===== src/rtl/tlm_pkg.sv =====
package tlm_pkg;
   localparam int NUM_CH = 5;
   localparam int CHW    = 3;
   localparam int NUM_WARN = 4;

   typedef enum logic [CHW-1:0] {
      CH_VIN  = 3'd0,
      CH_IIN  = 3'd1,
      CH_VOUT = 3'd2,
      CH_VAUX = 3'd3,
      CH_TEMP = 3'd4
   } tlm_ch_e;

   localparam int WB_VIN  = 0;
   localparam int WB_IIN  = 1;
   localparam int WB_PIN  = 2;
   localparam int WB_TEMP = 3;
endpackage


===== src/rtl/tlm_seq.sv =====
module tlm_seq
   import tlm_pkg::*;
#(
   parameter int DW         = 12,
   parameter int ROUND_CLKS = 1000
) (
   input  logic          clk,
   input  logic          rst_n,
   output logic          adc_req,
   output logic [CHW-1:0] adc_ch,
   input  logic          adc_done,
   input  logic [DW-1:0] adc_data,
   output logic          smp_vld,
   output tlm_ch_e       smp_ch,
   output logic [DW-1:0] smp_data,
   output logic          round_end
);
   localparam int TW = $clog2(ROUND_CLKS);

   if (ROUND_CLKS < 2 * NUM_CH) begin : g_bad_round
      $error("ROUND_CLKS too short for one scan");
   end

   typedef enum logic [1:0] {S_IDLE, S_REQ, S_WAIT} st_e;

   st_e           st;
   tlm_ch_e       ch;
   logic [TW-1:0] tcnt;
   logic          tick;

   assign tick    = (tcnt == TW'(ROUND_CLKS - 1));
   assign adc_req = (st == S_REQ);
   assign adc_ch  = ch;

   always_ff @(posedge clk) begin
      if (!rst_n) tcnt <= '0;
      else        tcnt <= tick ? '0 : tcnt + 1'b1;
   end

   always_ff @(posedge clk) begin
      if (!rst_n) begin
         st        <= S_IDLE;
         ch        <= CH_VIN;
         smp_vld   <= 1'b0;
         smp_ch    <= CH_VIN;
         smp_data  <= '0;
         round_end <= 1'b0;
      end else begin
         smp_vld   <= 1'b0;
         round_end <= 1'b0;
         case (st)
            S_IDLE: if (tick) begin
               ch <= CH_VIN;
               st <= S_REQ;
            end
            S_REQ: st <= S_WAIT;
            S_WAIT: if (adc_done) begin
               smp_vld  <= 1'b1;
               smp_ch   <= ch;
               smp_data <= adc_data;
               if (ch == CH_TEMP) begin
                  round_end <= 1'b1;
                  st        <= S_IDLE;
               end else begin
                  ch <= tlm_ch_e'(ch + 3'd1);
                  st <= S_REQ;
               end
            end
            default: st <= S_IDLE;
         endcase
      end
   end

   // a request lasts one cycle
   a_r1_req_pulse: assert property (@(posedge clk) disable iff (!rst_n)
      adc_req |=> !adc_req);
   // requested channel code is always a valid one
   a_r1_ch_range: assert property (@(posedge clk) disable iff (!rst_n)
      adc_req |-> (adc_ch < CHW'(NUM_CH)));
   // a sample is only produced from a completed conversion
   a_r1_vld_from_done: assert property (@(posedge clk) disable iff (!rst_n)
      smp_vld |-> $past(adc_done));
endmodule


===== src/rtl/tlm_avg.sv =====
module tlm_avg #(
   parameter int DW       = 12,
   parameter int LOG2_MAX = 12,
   parameter int LW       = 4
) (
   input  logic          clk,
   input  logic          rst_n,
   input  logic          go,
   input  logic [DW-1:0] din,
   input  logic [LW-1:0] win_log2,
   output logic [DW-1:0] avg
);
   localparam int SW = DW + LOG2_MAX;
   localparam int CW = LOG2_MAX + 1;

   if ((1 << LW) <= LOG2_MAX) begin : g_bad_lw
      $error("LW cannot encode LOG2_MAX");
   end

   logic [SW-1:0] acc, sum;
   logic [CW-1:0] cnt, cnt_nx, len;

   assign len    = CW'(1) << win_log2;
   assign sum    = acc + SW'(din);
   assign cnt_nx = cnt + 1'b1;

   always_ff @(posedge clk) begin
      if (!rst_n) begin
         acc <= '0;
         cnt <= '0;
         avg <= '0;
      end else if (go) begin
         if (cnt_nx >= len) begin
            avg <= DW'(sum >> win_log2);
            acc <= '0;
            cnt <= '0;
         end else begin
            acc <= sum;
            cnt <= cnt_nx;
         end
      end
   end

   // the window code reaching here is already clamped
   a_r5_win_range: assert property (@(posedge clk) disable iff (!rst_n)
      win_log2 <= LW'(LOG2_MAX));
   // average only moves on a sample
   a_r5_hold: assert property (@(posedge clk) disable iff (!rst_n)
      !go |=> $stable(avg));
endmodule


===== src/rtl/tlm_warn.sv =====
module tlm_warn #(
   parameter int DW = 12,
   parameter int NW = 4
) (
   input  logic                 clk,
   input  logic                 rst_n,
   input  logic [NW-1:0][DW-1:0] val,
   input  logic [NW-1:0][DW-1:0] thr,
   input  logic [NW-1:0]        mask,
   input  logic                 clr,
   output logic [NW-1:0]        status,
   output logic                 alert
);
   logic [NW-1:0] over;

   for (genvar i = 0; i < NW; i++) begin : g_cmp
      assign over[i] = (val[i] > thr[i]);
   end

   always_ff @(posedge clk) begin
      if (!rst_n)   status <= '0;
      else if (clr) status <= '0;
      else          status <= status | over;
   end

   assign alert = |(status & ~mask);

   // without a clear no status bit ever drops
   a_r8_sticky: assert property (@(posedge clk) disable iff (!rst_n)
      !clr |=> ((status & $past(status)) == $past(status)));
endmodule


===== src/rtl/tlm_sched.sv =====
module tlm_sched
   import tlm_pkg::*;
#(
   parameter int DW         = 12,
   parameter int LOG2_MAX   = 12,
   parameter int ROUND_CLKS = 1000,
   parameter int LW         = 4
) (
   input  logic          clk,
   input  logic          rst_n,
   output logic          adc_req,
   output logic [2:0]    adc_ch,
   input  logic          adc_done,
   input  logic [DW-1:0] adc_data,
   input  logic [LW-1:0] avg_log2,
   input  logic [DW-1:0] thr_vin,
   input  logic [DW-1:0] thr_iin,
   input  logic [DW-1:0] thr_pin,
   input  logic [DW-1:0] thr_temp,
   input  logic [3:0]    warn_mask,
   input  logic          warn_clr,
   input  logic          peak_clr,
   output logic [DW-1:0] vin,
   output logic [DW-1:0] iin,
   output logic [DW-1:0] vout,
   output logic [DW-1:0] vaux,
   output logic [DW-1:0] temp,
   output logic [DW-1:0] pin_now,
   output logic [DW-1:0] pin_peak,
   output logic [DW-1:0] avg_vin,
   output logic [DW-1:0] avg_iin,
   output logic [DW-1:0] avg_pin,
   output logic [DW-1:0] avg_vout,
   output logic [3:0]    warn_status,
   output logic          alert
);
   localparam int PW   = 2 * DW;
   localparam int NAVG = 4;

   if (DW < 2) begin : g_bad_dw
      $error("DW must be at least 2");
   end
   if (CHW != 3 || NUM_WARN != 4) begin : g_bad_pkg
      $error("package widths do not match the port list");
   end

   logic          smp_vld, round_end;
   tlm_ch_e       smp_ch;
   logic [DW-1:0] smp_data;
   logic [PW-1:0] prod;
   logic [DW-1:0] pin_new;
   logic [LW-1:0] win;

   tlm_seq #(.DW(DW), .ROUND_CLKS(ROUND_CLKS)) i_seq (
      .clk(clk), .rst_n(rst_n),
      .adc_req(adc_req), .adc_ch(adc_ch),
      .adc_done(adc_done), .adc_data(adc_data),
      .smp_vld(smp_vld), .smp_ch(smp_ch), .smp_data(smp_data),
      .round_end(round_end)
   );

   // product of this scan's voltage with the arriving current sample
   assign prod    = PW'(vin) * PW'(smp_data);
   assign pin_new = DW'(prod >> DW);

   always_ff @(posedge clk) begin
      if (!rst_n) begin
         vin <= '0; iin <= '0; vout <= '0; vaux <= '0; temp <= '0;
         pin_now <= '0;
      end else if (smp_vld) begin
         case (smp_ch)
            CH_VIN:  vin  <= smp_data;
            CH_IIN: begin
               iin     <= smp_data;
               pin_now <= pin_new;
            end
            CH_VOUT: vout <= smp_data;
            CH_VAUX: vaux <= smp_data;
            CH_TEMP: temp <= smp_data;
            default: ;
         endcase
      end
   end

   always_ff @(posedge clk) begin
      if (!rst_n || peak_clr)
         pin_peak <= '0;
      else if (smp_vld && smp_ch == CH_IIN && pin_new > pin_peak)
         pin_peak <= pin_new;
   end

   assign win = (avg_log2 > LW'(LOG2_MAX)) ? LW'(LOG2_MAX) : avg_log2;

   logic [NAVG-1:0][DW-1:0] av_in, av_out;
   assign av_in = {vout, pin_now, iin, vin};

   for (genvar i = 0; i < NAVG; i++) begin : g_avg
      tlm_avg #(.DW(DW), .LOG2_MAX(LOG2_MAX), .LW(LW)) i_avg (
         .clk(clk), .rst_n(rst_n), .go(round_end),
         .din(av_in[i]), .win_log2(win), .avg(av_out[i])
      );
   end

   assign avg_vin  = av_out[0];
   assign avg_iin  = av_out[1];
   assign avg_pin  = av_out[2];
   assign avg_vout = av_out[3];

   logic [NUM_WARN-1:0][DW-1:0] w_val, w_thr;
   always_comb begin
      w_val[WB_VIN]  = vin;     w_thr[WB_VIN]  = thr_vin;
      w_val[WB_IIN]  = iin;     w_thr[WB_IIN]  = thr_iin;
      w_val[WB_PIN]  = pin_now; w_thr[WB_PIN]  = thr_pin;
      w_val[WB_TEMP] = temp;    w_thr[WB_TEMP] = thr_temp;
   end

   tlm_warn #(.DW(DW), .NW(NUM_WARN)) i_warn (
      .clk(clk), .rst_n(rst_n), .val(w_val), .thr(w_thr),
      .mask(warn_mask), .clr(warn_clr),
      .status(warn_status), .alert(alert)
   );

   // peak never falls unless cleared
   a_r7_peak_mono: assert property (@(posedge clk) disable iff (!rst_n)
      !peak_clr |=> (pin_peak >= $past(pin_peak)));
   // an alert always has a status bit behind it
   a_r9_alert_src: assert property (@(posedge clk) disable iff (!rst_n)
      alert |-> (warn_status != '0));
   // power only changes on a current sample
   a_r4_pin_update: assert property (@(posedge clk) disable iff (!rst_n)
      !(smp_vld && smp_ch == CH_IIN) |=> $stable(pin_now));
endmodule


===== config.mk =====
export PLATFORM = sky130hd
export DESIGN_NAME = tlm_sched
export DESIGN_NICKNAME = d
export VERILOG_FILES = /design/src/rtl/tlm_pkg.sv /design/src/rtl/tlm_seq.sv /design/src/rtl/tlm_avg.sv /design/src/rtl/tlm_warn.sv /design/src/rtl/tlm_sched.sv
export SDC_FILE = /design/constraint.sdc
export NUM_CORES = 1
export LEC_CHECK = 0
export ABC_AREA = 1
export BUFFER_PORTS_ARGS = -buffer_cell sky130_fd_sc_hd__buf_2
export CORE_MARGIN = 2
export CORE_UTILIZATION = 29
export DETAILED_ROUTE_END_ITERATION = 10
export PLACE_DENSITY_LB_ADDON = 0.15
export REMOVE_ABC_BUFFERS = 1
export SETUP_SLACK_MARGIN = 0.02
export SYNTH_ARGS = -nofsm -noshare
export SYNTH_HDL_FRONTEND = slang
export SYNTH_HIERARCHICAL = 1
export SYNTH_SLANG_ARGS = --single-unit

===== constraint.sdc =====
create_clock -name clk -period 7.9 [get_ports clk]
set_input_delay 1.185 -clock clk [delete_from_list [all_inputs] [get_ports clk]]
set_output_delay 1.185 -clock clk [all_outputs]
set_load 0.005 [all_outputs]

=== Word-level counts from Yosys, hierarchy flattened ===
Cells that the tools add are included.

* Flip-flop bits (word level): 316
* Input bits: 73
* Word-level logic and storage cells: 111

* $add $sub $neg: 10
* $mul: 1
* $lt $le $gt $ge: 10
* Equality and inequality tests: 11
* Shift operators: 5
* Mux-type cells: 19
* Bitwise logic cells: 4
* Reductions and logical operators: 24

{| class="wikitable"
|+ Operators with widths
! cell !! count
|-
| $add 24x12->24 || 4
|-
| $mux 24 || 4
|-
| $shr 24x4->12 || 4
|-
| $gt 12x12->1 || 5
|-
| $add 13x1->13 const B || 4
|-
| $ge 13x13->1 || 4
|-
| $mux 13 || 4
|-
| $mul 12x12->24 || 1
|-
| $reduce_and 2->1 || 12
|-
| $shl 1x4->13 const A || 1
|-
| $add 10x1->10 const B || 1
|-
| $eq 10x10->1 const B || 1
|-
| $mux 3 || 3
|-
| $eq 3x2->1 const B || 2
|-
| $eq 3x3->1 const B || 2
|-
| $pmux 2 s3 || 1
|-
| $pmux 3 s2 || 1
|-
| $and 4x4->4 || 1
|-
| $gt 4x4->1 const B || 1
|-
| $mux 2 || 2
|-
| $mux 4 || 1
|-
| $ne 2x2->1 const B || 2
|-
| $not 4->4 || 1
|-
| $or 4x4->4 || 1
|-
| other kinds (17) || 21
|}

=== Depth between registers and ports, before layout ===
* Depth in word-level cells: 5
* Mapped depth: 35
* Depth with buffers taken out: 33

=== Cells and area by module ===
The synthesis kept the hierarchy.

{| class="wikitable"
|+ By module, submodules not included
! module !! instances !! cells each !! area each (um^2) !! sequential area each (um^2)
|-
| tlm_avg (g_avg[1].i_avg ...) || 3 || 792 || 4623.2 || 980.9
|-
| tlm_sched || 1 || 1127 || 8206.6 || 1681.6
|-
| tlm_avg (g_avg[0].i_avg) || 1 || 792 || 4608.2 || 980.9
|-
| tlm_warn || 1 || 252 || 1582.8 || 80.1
|-
| tlm_seq || 1 || 171 || 1403.8 || 640.6
|}

=== Least setup slack after synthesis ===
No wires, ideal clock.

* Path type: flip-flop to flip-flop
* From: register i_seq.smp_data[11]
* To: register pin_peak[0]
* Setup time: 0.115 ns
* Arrival: 6.008 ns
* Data required time: 7.785 ns
* Slack: 1.776 ns
* Cell stages (with the launch flop): 30
* Buffers on the path: 3
* Period minus slack after synthesis: 6.124 ns
* Path through: dfxtp_1 -> clkbuf_1 -> clkbuf_1 -> nand2_1 -> fa_1 -> fa_1 -> inv_1 -> fa_1 -> fa_1 -> inv_1 -> fa_1 -> inv_1 -> ha_1 -> a21oi_1 -> o21ai_0 -> a21oi_1 -> a21boi_0 -> o21bai_1 -> nand2_1 -> ha_1 -> nand2_1 -> inv_1 -> nand3_1 -> nor3_1 -> nand2_1 -> nand3_1 -> nand3_2 -> buf_2 -> o21ai_0 -> inv_1

* Word-level cells in the longest chain between the ends: 3

{| class="wikitable"
|+ RTL lines
! element !! RTL line !! RTL
|-
| start: declaration || tlm_seq.sv:15 || <nowiki>output logic [DW-1:0] smp_data,</nowiki>
|-
| start signal: assignment || tlm_seq.sv:60 || <nowiki>smp_data <= adc_data;</nowiki>
|-
| $mul 12x12->24 || tlm_sched.sv:63 || <nowiki>assign prod = PW'(vin) * PW'(smp_data);</nowiki>
|-
| via prod[22] || tlm_sched.sv:50 || <nowiki>logic [PW-1:0] prod;</nowiki>
|-
| $gt 12x12->1 || tlm_sched.sv:88 || <nowiki>else if (smp_vld && smp_ch == CH_IIN && pin_new > pin_peak)</nowiki>
|-
| $logic_and 1x1->1 || tlm_sched.sv:88 ||
|-
| end signal: assignment || tlm_sched.sv:89 || <nowiki>pin_peak <= pin_new;</nowiki>
|-
| end: declaration || tlm_sched.sv:29 || <nowiki>output logic [DW-1:0] pin_peak,</nowiki>
|}

The timed path passes the listed nets, and every way through them passes these cells.
A chain may end at the register's enable or synchronous reset.

=== Worst setup path in the final report ===
* From: register i_seq.smp_data[9]
* To: register pin_peak[1]

The elaborated chain is that of the path after synthesis.

==> flow_summary.yaml <==
place:
  routabilityCongestion: 0.917
  dp_hpwl_um: 83100
  port_buffers: 213
  dp_slack_ns: 0.974
worst_setup_path:
  r2r_setup_slack_ns: 0.88
  worstReg2RegEnd: "pin_peak[1]"
  worst_ep_required_time_ns: 8.39
  worst-path-max-fanout: 18
  slowest_delay_ns: 0.88
  cpMostUsedCell: "fa_1"
  criticalPathCategory: "flip-flop to flip-flop"
  r2r-start: "i_seq/smp_data[9]"
  worstRegToRegCells: 26
  cp-start-kind: "flip-flop"
  cp_slowest_cell: "dfxtp_1"
  arrival_ns: 7.51
  endpoint_kind: "flip-flop"
sta:
  rsz0062_at_grt: "false"
  min_period_ns: 7.02
  final_max_slew_viol_count: 0
  setup_viol: 0
  worst_pin_slew_ns: 1.15
  finalCritPeriodShare_pct: 88.9
  clock_skew_ns: 0.0339
  relSlewSlack_pct: 23.4
  hold_viol: 0
  holdWs_ns: 0.452
  fin_ws_ns: 0.881
  max_freq_mhz: 142
clock_tree:
  clkTransAtPathRegs_ns: 0.06
  clock_path_buffers: 3
  cts_resized: 0
  cts_buffers: 47
  hold_buffers: 0
  clk_latency_ns: 0.62
  htreeDepth: 2
  cts_num_sinks: 316
  postCtsSetupBuffers: 0
  cts_tree: "built"
  root_buffer: "clkbuf_16"
logic_synthesis:
  synth_common_cells: "1332 x nand2_1, 671 x inv_1, 602 x nand3_1"
  synth_top_area_share_pct: 21.3
  ys_dominant_reg_cell: "dfxtp_1"
  ys_ff_latch: 316
  synth-async-reset-ratio_pct: 0
  netlist_area_um2: 29700
  yosys.cell_types.count: 54
  synth.area.top_cells: "dfxtp_1 21%, nand2_1 17%, nand3_1 10%"
  synth_area_leader_cell: "dfxtp_1"
  synth_edf_count: 0
  yosys_warnings: 6
  synth_most_common_cell: "nand2_1"
  ys_seq_area_share_pct: 21.3
  syn_inst: 4718
  avgSynthCellArea_um2: 6.29
detailed_routing:
  firstDrtPassIters: 6
  drtIter0Drc: 2078
  post_drt_wl_per_cell_um: 17.0
  viasPerCell: 4.76
  ant_nets: 0
  routed_wl_um: 106000
  drc_errors: 0
  vias: 29800
worst_hold_path:
  worstHoldStart: "g_avg[1].i_avg/avg[10]"
  hold_path_class: "flip-flop to flip-flop"
  whs_path_depth: 2
  whs_endpoint: "g_avg[1].i_avg/avg[10]"
grt:
  antenna_found_initial: 4
  grt-ovfl-total: 0
  grt.total_usage_pct: 20.3
  grt_max_degree: 52
  grt_pass1_wl_um: 166000
  grt_pass1_vias: 28900
outcome:
  status: "complete, no violations"
final_layout:
  syn_to_final_growth_pct: 13.5
  seqCellArea_um2: 6330
  drive_gt1_share_pct: 12.0
  fillers: 11400
  nNetsFinal: 5263
  multi_input_area_um2: 19900
power_and_ir_drop:
  leakagePower_nw: 17.3
  powerDensity_nw_per_um2: 122
  peakVddDrop_mv: 0.134
die:
  die_w_um: 324
  rows: 117
  io-pin-count: 214
  die_y_um: 324
  start_util_pct: 29.2
  core_um2: 102000
  die_area_um2: 105000
job:
  max-cap-violations: 0
cell type report:
| cell class | instances | share of cell area, % |
|---|---|---|
| sequential | 316 | 18.8 |
| tap | 1368 | 5.08 |
| clock inverter | 20 | 0.710 |
| antenna | 1 | 0.00743 |
| multi-input combinational | 3515 | 59.1 |
| inverter | 721 | 8.05 |
| timing repair buffer | 261 | 4.24 |
| clock buffer | 65 | 4.05 |
critical path: cells and delay by family (launching register included):
kind / cells / cell delay [ns]
adder cells (fa/ha/maj): 7 / 3.21
flip-flops: 1 / 0.88
AO/OA/AOI/OAI: 6 / 1.21
AND/OR/NAND/NOR: 8 / 0.94
buffers and inverters: 5 / 0.64
sequential cells by signal (all words and copies together) (netlist names):
signal and cells:
i_seq/smp_vld 1, iin 12, g_avg.i_avg/avg 48, temp 12
i_seq/smp_data 12, i_seq/smp_ch 3, i_seq/st 2, g_avg.i_avg/cnt 52
i_seq/tcnt 10, vaux 12, pin_now 12, vin 12
g_avg.i_avg/acc 96, i_warn/status 4, i_seq/round_end 1, vout 12
i_seq/adc_ch 3, pin_peak 12
per-layer routing:
layer / GRT usage (%) / part of all wire (%) / routed length (um) / vias to the layer above
li1: - / - / - / 15300
met1: 28.0 / 49 / 51700 / 13800
met2: 33.1 / 45 / 47400 / 572
met3: 2.35 / 4.1 / 4350 / 122
met4: 5.67 / 2.6 / 2810 / 4
met5: 0 / 0.018 / 19 / -
power by group:
part,total [W],internal (W),switching (W)
clock network,0.00221,0.00134,0.000870
logic,0.000319,0.0000889,0.000230
registers,0.00160,0.00160,0.00000130
logic make-up after synthesis:
group / count (synthesis) / synth area share, %
muxes: 4 / 0.135
xor gates and xnor gates: 53 / 1.64
AOI/OAI and AO/OA: 482 / 8.94
adders and majority gates: 328 / 16.4
DFF: 316 / 21.3
and+or+nand+nor: 2648 / 39.7
buffers and inverters: 887 / 11.8
placed cells by master, fill, tap and decap left out, types with 12 or more instances in the layout:
cell	count
a22oi_1	27
a32oi_1	13
a21oi_2	16
nand3b_1	26
nor3_1	27
fa_1	103
nand3_1	602
buf_2	212
xor2_1	28
nor2_1	394
xnor2_1	22
nand2_1	1332
ha_1	225
nor2_4	12
inv_1	670
buf_4	49
nand3_2	38
dfxtp_1	316
nor2_2	27
inv_2	31
nand2_2	88
clkbuf_16	48
nand4_1	49
o21ai_0	132
clkinv_1	19
a21oi_1	258
worst max-delay path by stage:
stage	start	to	slack, ns	cells after the start
floorplan	avg_log2[0]	g_avg[0].i_avg/acc[5]	-3.62	12
global placement	i_seq/smp_data[9]	pin_peak[3]	0.98	26
detailed placement	i_seq/smp_data[9]	pin_peak[3]	0.97	26
CTS	i_seq/smp_data[9]	pin_peak[1]	0.92	26
global route	i_seq/smp_data[9]	pin_peak[3]	0.33	26
finish	i_seq/smp_data[9]	pin_peak[1]	0.88	26
through the flow:
stage / util [%] / area [um2] / cells / power, W / TNS, ns
6_report: 33.1 / 33700 / 6267 / 0.00412 / 0
3_5_place_dp: 31.6 / 32100 / 6181 / 0.00195 / 0
3_3_place_gp: 31.6 / 32100 / 6181 / 0.00195 / 0
2_1_floorplan: - / 28900 / 4552 / 0.00183 / -675.29
4_1_cts: 33.1 / 33700 / 6266 / 0.00420 / 0
5_1_grt: 33.1 / 33700 / 6267 / 0.00429 / 0
No activity file was read; power rests on OpenSTA's default activity.
